==> config.mk <==
export PLATFORM = sky130hd
export DESIGN_NAME = gpio_bank
export DESIGN_NICKNAME = d
export VERILOG_FILES = /design/src/rtl/gpio_bank_pkg.sv /design/src/rtl/gpio_sync.sv /design/src/rtl/gpio_port.sv /design/src/rtl/gpio_wake.sv /design/src/rtl/gpio_bank.sv
export SDC_FILE = /design/constraint.sdc
export NUM_CORES = 1
export LEC_CHECK = 0
export ABC_AREA = 1
export BUFFER_PORTS_ARGS = -buffer_cell sky130_fd_sc_hd__buf_4
export CAP_MARGIN = 25
export CORE_MARGIN = 5
export CORE_UTILIZATION = 50
export DETAILED_ROUTE_END_ITERATION = 6
export GPL_ROUTABILITY_DRIVEN = 0
export PLACE_DENSITY = 0.78
export SLEW_MARGIN = 10
export SYNTH_ARGS = -nofsm -noshare
export SYNTH_HDL_FRONTEND = slang
export SYNTH_SLANG_ARGS = --single-unit
==> constraint.sdc <==
create_clock -name clk -period 2 [get_ports clk]
set_clock_uncertainty 0.1 [all_clocks]
set_input_delay 0.3 -clock clk [delete_from_list [all_inputs] [get_ports clk]]
set_output_delay 0.3 -clock clk [all_outputs]
set_load 0.01 [all_outputs]
==> src/rtl/gpio_bank_pkg.sv <==
// Shared constants and the implemented-pin map for the GPIO port bank.
// Assumes 8-bit ports and a 6-bit register address space.
package gpio_bank_pkg;
    localparam int PORT_W     = 8;
    localparam int PORT_N     = 5;
    localparam int BUS_AW     = 6;
    localparam int DATA_BASE  = 8'h08;   // data i at DATA_BASE + 2*i
    localparam int DIR_BASE   = 8'h09;   // direction i at DIR_BASE + 2*i
    localparam int PULL_BASE  = 8'h20;   // pull-up enables i at PULL_BASE + i
    localparam int WAKE_EN_A  = 8'h28;
    localparam int WAKE_FLG_A = 8'h2E;
    localparam int POLAR_A    = 8'h2F;

    // Pins that physically exist for a given port number.
    function automatic logic [PORT_W-1:0] impl_mask(input int p);
        case (p)
            1:       impl_mask = 8'hFE;
            3:       impl_mask = 8'h1F;
            default: impl_mask = 8'hFF;
        endcase
    endfunction
endpackage

==> src/rtl/gpio_sync.sv <==
// Multi-flop synchronizer for asynchronous pad levels.
// Assumes every bit is independent (no multi-bit coherence required).
module gpio_sync #(
    parameter int W      = 8,
    parameter int STAGES = 2
) (
    input  logic         clk,
    input  logic         rst_n,
    input  logic [W-1:0] async_in,
    output logic [W-1:0] sync_out
);
    logic [W-1:0] stage_q [STAGES];

    // Shift the pad levels through the stage chain.
    always_ff @(posedge clk) begin
        if (!rst_n) begin
            for (int s = 0; s < STAGES; s++) stage_q[s] <= '0;
        end else begin
            stage_q[0] <= async_in;
            for (int s = 1; s < STAGES; s++) stage_q[s] <= stage_q[s-1];
        end
    end

    assign sync_out = stage_q[STAGES-1];
endmodule

==> src/rtl/gpio_port.sv <==
// One GPIO port: data latch, direction and pull-up registers, read-back
// selection and alternate-function override. Bits outside IMPL are
// held at zero and never drive the pad.
module gpio_port #(
    parameter int             PW   = 8,
    parameter logic [PW-1:0]  IMPL = '1
) (
    input  logic          clk,
    input  logic          rst_n,
    input  logic          wr_latch,
    input  logic          wr_dir,
    input  logic          wr_pull,
    input  logic [PW-1:0] wdata,
    input  logic [PW-1:0] pin_sync,
    input  logic [PW-1:0] alt_sel,
    input  logic [PW-1:0] alt_out,
    input  logic [PW-1:0] alt_oe,
    output logic [PW-1:0] dir_q,
    output logic [PW-1:0] pull_q,
    output logic [PW-1:0] rd_val,
    output logic [PW-1:0] pad_out,
    output logic [PW-1:0] pad_oe,
    output logic [PW-1:0] pad_pu
);
    logic [PW-1:0] latch_q;

    // Data latch: loaded by bus writes, unimplemented bits stay 0.
    always_ff @(posedge clk) begin
        if (!rst_n)        latch_q <= '0;
        else if (wr_latch) latch_q <= wdata & IMPL;
    end

    // Direction register: 1 = output, 0 = input.
    always_ff @(posedge clk) begin
        if (!rst_n)      dir_q <= '0;
        else if (wr_dir) dir_q <= wdata & IMPL;
    end

    // Pull-up enable register.
    always_ff @(posedge clk) begin
        if (!rst_n)       pull_q <= '0;
        else if (wr_pull) pull_q <= wdata & IMPL;
    end

    // Read-back: latch for outputs, synchronized pad for inputs.
    always_comb rd_val = ((dir_q & latch_q) | (~dir_q & pin_sync)) & IMPL;

    // Pad drive with per-pin alternate override.
    always_comb begin
        pad_out = ((alt_sel & alt_out) | (~alt_sel & latch_q)) & IMPL;
        pad_oe  = ((alt_sel & alt_oe)  | (~alt_sel & dir_q))   & IMPL;
        pad_pu  = pull_q & ~pad_oe & IMPL;
    end
endmodule

==> src/rtl/gpio_wake.sv <==
// Key-on wake-up detector: sets a sticky request when any enabled input
// pin shows the selected active level. Set has priority over clear.
module gpio_wake #(
    parameter int PW = 8
) (
    input  logic          clk,
    input  logic          rst_n,
    input  logic [PW-1:0] pin_sync,
    input  logic [PW-1:0] dir_q,
    input  logic [PW-1:0] wake_en,
    input  logic          active_high,
    input  logic          clr,
    output logic          req_q
);
    logic [PW-1:0] active;
    logic          hit;

    // Qualify each pin by polarity, enable and input direction.
    always_comb begin
        active = active_high ? pin_sync : ~pin_sync;
        hit    = |(active & wake_en & ~dir_q);
    end

    // Sticky request flag.
    always_ff @(posedge clk) begin
        if (!rst_n)   req_q <= 1'b0;
        else if (hit) req_q <= 1'b1;
        else if (clr) req_q <= 1'b0;
    end
endmodule

==> src/rtl/gpio_bank.sv <==
// Register-mapped bank of GPIO ports with wake-up detection on one port.
// Assumes a single-cycle bus: writes act on the rising edge with bus_wr
// high, read data is combinational and zero when bus_rd is low.
module gpio_bank
    import gpio_bank_pkg::*;
#(
    parameter int NPORTS    = PORT_N,
    parameter int PW        = PORT_W,
    parameter int ADDR_W    = BUS_AW,
    parameter int WAKE_PORT = 4,
    parameter int SYNC_N    = 2,
    localparam int TOT      = NPORTS * PW
) (
    input  logic              clk,
    input  logic              rst_n,
    input  logic [ADDR_W-1:0] bus_addr,
    input  logic [PW-1:0]     bus_wdata,
    input  logic              bus_wr,
    input  logic              bus_rd,
    output logic [PW-1:0]     bus_rdata,
    input  logic [TOT-1:0]    pad_in,
    output logic [TOT-1:0]    pad_out,
    output logic [TOT-1:0]    pad_oe,
    output logic [TOT-1:0]    pad_pu,
    input  logic [TOT-1:0]    alt_sel,
    input  logic [TOT-1:0]    alt_out,
    input  logic [TOT-1:0]    alt_oe,
    output logic              wake_irq
);
    localparam logic [ADDR_W-1:0] A_WEN = ADDR_W'(WAKE_EN_A);
    localparam logic [ADDR_W-1:0] A_WFL = ADDR_W'(WAKE_FLG_A);
    localparam logic [ADDR_W-1:0] A_POL = ADDR_W'(POLAR_A);

    logic [TOT-1:0] pad_sync;
    logic [PW-1:0]  rd_val [NPORTS];
    logic [PW-1:0]  dir_q  [NPORTS];
    logic [PW-1:0]  pull_q [NPORTS];
    logic [PW-1:0]  wake_en_q;
    logic           polar_q;
    logic           wake_clr;
    logic [PW-1:0]  rd_mux;

    gpio_sync #(.W(TOT), .STAGES(SYNC_N)) u_sync (
        .clk      (clk),
        .rst_n    (rst_n),
        .async_in (pad_in),
        .sync_out (pad_sync)
    );

    for (genvar gi = 0; gi < NPORTS; gi++) begin : g_port
        localparam logic [ADDR_W-1:0] A_DAT = ADDR_W'(DATA_BASE + 2*gi);
        localparam logic [ADDR_W-1:0] A_DIR = ADDR_W'(DIR_BASE + 2*gi);
        localparam logic [ADDR_W-1:0] A_PUL = ADDR_W'(PULL_BASE + gi);

        gpio_port #(.PW(PW), .IMPL(PW'(impl_mask(gi)))) u_port (
            .clk      (clk),
            .rst_n    (rst_n),
            .wr_latch (bus_wr && bus_addr == A_DAT),
            .wr_dir   (bus_wr && bus_addr == A_DIR),
            .wr_pull  (bus_wr && bus_addr == A_PUL),
            .wdata    (bus_wdata),
            .pin_sync (pad_sync[gi*PW +: PW]),
            .alt_sel  (alt_sel[gi*PW +: PW]),
            .alt_out  (alt_out[gi*PW +: PW]),
            .alt_oe   (alt_oe[gi*PW +: PW]),
            .dir_q    (dir_q[gi]),
            .pull_q   (pull_q[gi]),
            .rd_val   (rd_val[gi]),
            .pad_out  (pad_out[gi*PW +: PW]),
            .pad_oe   (pad_oe[gi*PW +: PW]),
            .pad_pu   (pad_pu[gi*PW +: PW])
        );
    end

    // Wake control registers: per-pin enables and polarity.
    always_ff @(posedge clk) begin
        if (!rst_n) begin
            wake_en_q <= '0;
            polar_q   <= 1'b0;
        end else if (bus_wr) begin
            if (bus_addr == A_WEN) wake_en_q <= bus_wdata;
            if (bus_addr == A_POL) polar_q   <= bus_wdata[0];
        end
    end

    // Write-one-to-clear strobe for the wake request.
    always_comb wake_clr = bus_wr && bus_addr == A_WFL && bus_wdata[0];

    gpio_wake #(.PW(PW)) u_wake (
        .clk         (clk),
        .rst_n       (rst_n),
        .pin_sync    (pad_sync[WAKE_PORT*PW +: PW]),
        .dir_q       (dir_q[WAKE_PORT]),
        .wake_en     (wake_en_q),
        .active_high (polar_q),
        .clr         (wake_clr),
        .req_q       (wake_irq)
    );

    // Read multiplexer; direction addresses fall through to zero.
    always_comb begin
        rd_mux = '0;
        for (int i = 0; i < NPORTS; i++) begin
            if (bus_addr == ADDR_W'(DATA_BASE + 2*i)) rd_mux = rd_val[i];
            if (bus_addr == ADDR_W'(PULL_BASE + i))   rd_mux = pull_q[i];
        end
        if (bus_addr == A_WEN) rd_mux = wake_en_q;
        if (bus_addr == A_WFL) rd_mux = PW'(wake_irq);
        if (bus_addr == A_POL) rd_mux = PW'(polar_q);
    end

    // Gate read data with the strobe.
    always_comb bus_rdata = bus_rd ? rd_mux : '0;
endmodule

* After elaboration in Yosys (flattened, before gate mapping)
Memories as Yosys holds them, arrays and structs flattened.
Index checks and enable logic that the tools add are counted.
** Operators by class
- Equal/unequal tests :: 18
- Reduce and logical (&&, ||, !) cells :: 21
- Muxes and demuxes :: 21
- Bitwise operators :: 70
** Operator list (number)
- $and A8 B8 Y8 :: 30
- $mux W8 :: 15
- $not A8 Y8 :: 13
- $or A8 B8 Y8 :: 12
- $mux W40 :: 2
- $eq A6 B4 Y1 const B :: 8
- $eq A6 B6 Y1 const B :: 8
- $and A5 B5 Y5 :: 7
- $logic_and A1 B1 Y1 :: 17
- $not A5 Y5 :: 3
- $or A5 B5 Y5 :: 3
- $eq A6 B5 Y1 const B :: 2
- $reduce_or A8 Y1 :: 1
- $mux W1 :: 4
- $reduce_and A2 Y1 :: 2
- $or A1 B1 Y1 :: 2
- $reduce_bool A2 Y1 :: 1
** Storage, ports and cells
- Output and inout port bits :: 129
- Word-level logic and storage cells :: 149
- RAM bits :: 80
- Memories kept :: 1
- Register bits :: 118
- Input port bits :: 178
** Memory list
- u_sync.stage_q :: words 2, width 40, rd ports 2, clocked after memory_dff 0, wr ports 2, line gpio_sync.sv:12 : logic [W-1:0] stage_q [STAGES];

* Logic depth before layout (Yosys ltp)
- Word-level depth :: 17
- Mapped depth :: 12
- Gate-level depth less buffers :: 12

* Hierarchy
From an unflattened synthesis, not the netlist that was laid out.
** Second synthesis, totals
- Cells, all modules :: 1657
- Area, all modules :: 10334.9 µm²
** By module, submodules not included
- gpio_port (g_port[0].u_port ...) :: cells an instance 231, times used 3, area an instance 1328.8 µm², sequential area each 480.5 µm²
- gpio_sync :: cells an instance 289, times used 1, area an instance 2603.7 µm², sequential area each 1601.5 µm²
- gpio_bank :: cells an instance 253, times used 1, area an instance 1351.3 µm², sequential area each 180.2 µm²
- gpio_port (g_port[1].u_port) :: cells an instance 201, times used 1, area an instance 1161.1 µm², sequential area each 420.4 µm²
- gpio_port (g_port[3].u_port) :: cells an instance 162, times used 1, area an instance 968.4 µm², sequential area each 300.3 µm²
- gpio_wake :: cells an instance 59, times used 1, area an instance 264.0 µm², sequential area each 20.0 µm²

* Least setup slack after synthesis
No wires, ideal clock.
- Path kind :: input port to output port
- From :: in bus_addr[0]
- To :: out bus_rdata[0]
- Buffers on the path :: 0
- Slack :: 215 ps
- Arrival time :: 1385 ps
- Required time :: 1600 ps
- Stages :: 9
- Path through :: nor2_2 -> nand2_4 -> nor3_4 -> nor2_1 -> nand4_1 -> nand2_1 -> nand2_1 -> nand2_1 -> a21oi_2
** On the way
- Longest elaborated chain between the ends :: 15
- Elaborated cells on any way between the ends :: 27
- Those cells by class :: 13 x eq/ne; 14 x mux
** RTL lines
- start: declaration :: line gpio_bank.sv:16 : input logic [ADDR_W-1:0] bus_addr,
- $eq A6 B4 Y1 :: line gpio_bank.sv:104 : if (bus_addr == ADDR_W'(DATA_BASE + 2*i)) rd_mux = rd_val[i];
- $mux W8 :: line gpio_bank.sv:104
- $mux W8 :: line gpio_bank.sv:105 : if (bus_addr == ADDR_W'(PULL_BASE + i)) rd_mux = pull_q[i];
- $mux W8 :: line gpio_bank.sv:104
- $mux W8 :: line gpio_bank.sv:105
- $mux W8 :: line gpio_bank.sv:104
- $mux W8 :: line gpio_bank.sv:105
- $mux W8 :: line gpio_bank.sv:104
- $mux W8 :: line gpio_bank.sv:105
- $mux W8 :: line gpio_bank.sv:104
- $mux W8 :: line gpio_bank.sv:105
- $mux W8 :: line gpio_bank.sv:107 : if (bus_addr == A_WEN) rd_mux = wake_en_q;
- $mux W8 :: line gpio_bank.sv:108 : if (bus_addr == A_WFL) rd_mux = PW'(wake_irq);
- $mux W8 * :: line gpio_bank.sv:109 : if (bus_addr == A_POL) rd_mux = PW'(polar_q);
- $mux W8 * :: line gpio_bank.sv:113 : always_comb bus_rdata = bus_rd ? rd_mux : '0;
- end: declaration :: line gpio_bank.sv:20 : output logic [PW-1:0] bus_rdata,
Mark *: on every way between the ends. The rest lies on a longest branch, timed or not.

* Final worst setup path
- From :: reg g_port[0].u_port.latch_q[0]
- To :: out bus_rdata[0]
** On the way
- Longest elaborated chain between the ends :: 16
** RTL lines
- start: declaration :: line gpio_port.sv:25 : logic [PW-1:0] latch_q;
- start signal: assignment :: line gpio_port.sv:30 : else if (wr_latch) latch_q <= wdata & IMPL;
- $and A8 B8 Y8 :: line gpio_port.sv:46 : always_comb rd_val = ((dir_q & latch_q) | (~dir_q & pin_sync)) & IMPL;
- $or A8 B8 Y8 :: line gpio_port.sv:46
- $mux W8 :: line gpio_bank.sv:104
- $mux W8 :: line gpio_bank.sv:105
- $mux W8 :: line gpio_bank.sv:104
- $mux W8 :: line gpio_bank.sv:105
- $mux W8 :: line gpio_bank.sv:104
- $mux W8 :: line gpio_bank.sv:105
- $mux W8 :: line gpio_bank.sv:104
- $mux W8 :: line gpio_bank.sv:105
- $mux W8 :: line gpio_bank.sv:104
- $mux W8 :: line gpio_bank.sv:105
- $mux W8 :: line gpio_bank.sv:107
- $mux W8 :: line gpio_bank.sv:108
- $mux W8 :: line gpio_bank.sv:109
- $mux W8 :: line gpio_bank.sv:113
Every way passes these cells.

==> impl_results.md <==
- RSZ-0062 raised after global routing: yes
- Startpoint Class: register
- Yosys Warn Count: 0
- Worst path bufs/invs: 2
- WHS Path Cells: 3
- Post-synthesis register bit count: 190
- Die Y: 141 µm
- Htree depth: 4
- Crit end category: output port
- DR WL/cell: 15.6 µm
- DRT antenna net count: 0
- Syn-to-layout area delta: 42.1%
- Max Cap Viol: 0
- Clk pin slew, worst setup/hold paths: roughly 0.070 ns
- Max-slew violation count: 0
- CTS max path bufs: 2
- Initial antenna violation count: 0
- N_diodes: 0
- Worst reg2reg path startpoint: polar_q
- Hold Violations, Final: 0
- DRC Markers: 0
- Fmax: approximately 450 MHz
- Vias in the first global route: 8,591
- CP top delay family: simple AND/OR/NAND/NOR gates
- Distinct cells, synth: 34
- Crit Path Max Fanout: 2
- R2r setup slk: roughly 0.47 ns
- Largest net degree at the start of global routing: 74
- Final net count: approximately 1,700
- Fin worst setup slack: -0.218 ns
- VDD IR max: 0.641 mV
- Synth area leaders: dfxtp_1, o21ai_0, nand2_1
- Post-Syn Area: 0.00858 mm²
- Synth Flop Type: dfxtp_1
- Mapped Cells: 1,176
- Slew headroom: 0.555
- Detailed Place HPWL: between 20,000 and 25,000 µm
- DRT Pass-1 Iters: 7
- EDFF count, synth: 0
- Initial DRC count: 906
- Root buffer cell: clkbuf_16
- Most frequent cells after synthesis: nand2_1, inv_1, dfxtp_1, o21ai_0, a21oi_1
- CTS tree: yes
- Total gr overflow: 0
- Crit path arrival time: 1.82 ns
- Syn_area_per_cell: roughly 7.3 µm²
- LEAKAGE: 5.88 nW
- Die ar.: 0.0199 mm²
- IO Port Bufs: 278
- Share of the synthesized area in the top cell type: 0.443
- Clk_lat worst skew: between 0.4 and 0.5 ns
- Via/cell ratio: 5.11
- Clk sinks: 190
- Seq/Total Area, Yosys: 0.443
- Final setup vio count: 8
- # IOs: 307
- CP Cell Sequence: inv_2 > nand2_2 > o21ai_2 > nor2_1 > nor2_1 > nand2_1 > nand2_1 > nand4_1 > nand2_1 > nand2_1 > nand2_1 > a21oi_2 > buf_4
- First-pass GRT wire length: 42,900 µm
- Violated checks: negative setup slack
- Asr flop ratio synth: 0
- Max incr delay on CP: about 0.33 ns
- Core outline area: approximately 0.017 mm²
- Top cell by count, worst path: nand2_1
- Vias: 8,986
- R2R Path End: u_wake.req_q
- HP Start: bus_wdata[5]
- Final Critical Period: 2.22 ns
- CTS Buf Count: 17
- WS Path Type: reg -> out
- Die X: 141 µm
- Most common cell in the netlist: nand2_1
- Cell accounting for the most synthesized area: dfxtp_1
- Fin util: 0.715
- GRT Total Usage: 0.270
- Status: finished with violations
- Total power: 8.06 mW
- FF-to-FF path depth: 8
- Final period util: 1.11
- Critical Path RT: 1.60 ns
- WL final: 27,500 µm
- Layout cells sized above 1: 0.321
- Row count: 48
- Slowest-stage cell, CP: dfxtp_2
- Worst Max-Slew Pin Slew: 0.667 ns
- Hold path endpoint: g_port[4].u_port.pull_q[5]
- Initial core utilization: 0.503
- PwrDens: 661 mW/mm²
- HP Class: in -> reg
[area by class of cell]
type | instances | area [µm²]
repair buffers | 371 | 2940
fillers | 1353 | 4860
clock buffers | 18 | 429
multi-input cells | 735 | 3820
flip-flops and latches | 190 | 3830
inverters | 209 | 790
clock inverters | 12 | 108
well taps | 225 | 282
[report_power, final]
group,leakage [nW],total [mW],switching (mW),internal (mW)
Combinational,4.06,0.998,0.487,0.511
Clock,0.263,3.15,1.53,1.62
Sequential,1.56,3.91,0.0411,3.87
[cell usage in the layout, fill, tap and decap left out, types with 2 or more instances in the layout]
master         synthesis  layout
buf_4                 18     325
nand2_1              216     208
inv_1                198     178
o21ai_0              188     171
dfxtp_1              190     170
a21oi_1              126     125
nor2_1                74      74
dlygate4sd3_1          0      36
o211ai_1              29      29
inv_2                  8      28
mux2_2                19      19
dfxtp_2                0      18
clkbuf_16              0      17
o21ai_2                3      16
nor2_4                10      12
conb_1                 1      12
nand4_1               11      11
nand3_1                9       9
nand2_2                1       9
nor2_2                10       8
o21ai_1                3       7
a211oi_1               7       7
buf_6                  3       7
nand2_4                4       4
clkinv_4               0       4
nor2_8                 3       3
inv_6                  0       3
inv_8                  0       3
buf_12                 0       3
inv_4                  2       2
a21oi_2                1       2
nor3_1                 2       2
a211oi_2               2       2
dfxtp_4                0       2
[through the flow]
| step | worst slack, ns | cell area (µm²) | cells | TNS (ns) | hold WS, ns |
|---|---|---|---|---|---|
| finish | -0.218 | 12200 | 1760 | -1.19 | 0.0427 |
| global route | -0.318 | 12200 | 1760 | -1.89 | 0.0522 |
| CTS | -0.166 | 12100 | 1758 | -1.12 | 0.0341 |
| detailed placement | -0.185 | 11100 | 1685 | -0.914 | 0.296 |
| global placement | -0.173 | 11100 | 1685 | -0.792 | 0.293 |
| floorplan | 0.215 | 8620 | 1187 | 0 | 0.290 |
[per-layer routing]
layer	share of wire	routed length, µm	vias up	GRT usage
met5	0	0	-	0
met4	0.019	531	0	0.0821
met3	0.092	2530	41	0.0638
met2	0.49	13400	401	0.454
met1	0.40	11100	4089	0.345
li1	-	-	4455	-
[registers in the layout, indices dropped and copies added (netlist names)]
register / flops
g_port.u_port.dir_q: 36
wake_en_q: 8
polar_q: 1
u_sync.stage_q: 72
g_port.u_port.pull_q: 36
u_wake.req_q: 1
g_port.u_port.latch_q: 36
[repair_timing]
action / 4_1_cts / 5_1_grt
hold buffers: 36 / 0
endpoints found under the hold margin: 36 / 0
setup buffers: 10 / 3
endpoints found under the setup margin: 8 / 8
gates resized for setup: 65 / 26
pin swaps: 38 / 31
[worst min-delay path, delay by kind of cell]
kind            cells  cell delay [ns]
buf+inv             1             0.09
compound gates      2             0.15
[logic make-up after synthesis]
family,count (synthesis),synth area share
AOI/OAI and AO/OA,360,0.224
xor gates and xnor gates,1,0.00102
and+or+nand+nor,343,0.179
DFF,190,0.443
muxes,19,0.0249
other,1,0.000437
buffers and inverters,262,0.127
[worst max-delay path by stage]
stage	cells after the start	startpoint	end
after floorplan	9	bus_addr[0]	bus_rdata[0]
after global placement	11	bus_addr[2]	bus_rdata[5]
after detailed placement	13	bus_addr[0]	bus_rdata[5]
after CTS	11	g_port[0].u_port.dir_q[5]	bus_rdata[5]
after global routing	13	g_port[0].u_port.latch_q[0]	bus_rdata[0]
final	13	g_port[0].u_port.latch_q[0]	bus_rdata[0]
No activity file was read; power rests on OpenSTA's default activity.
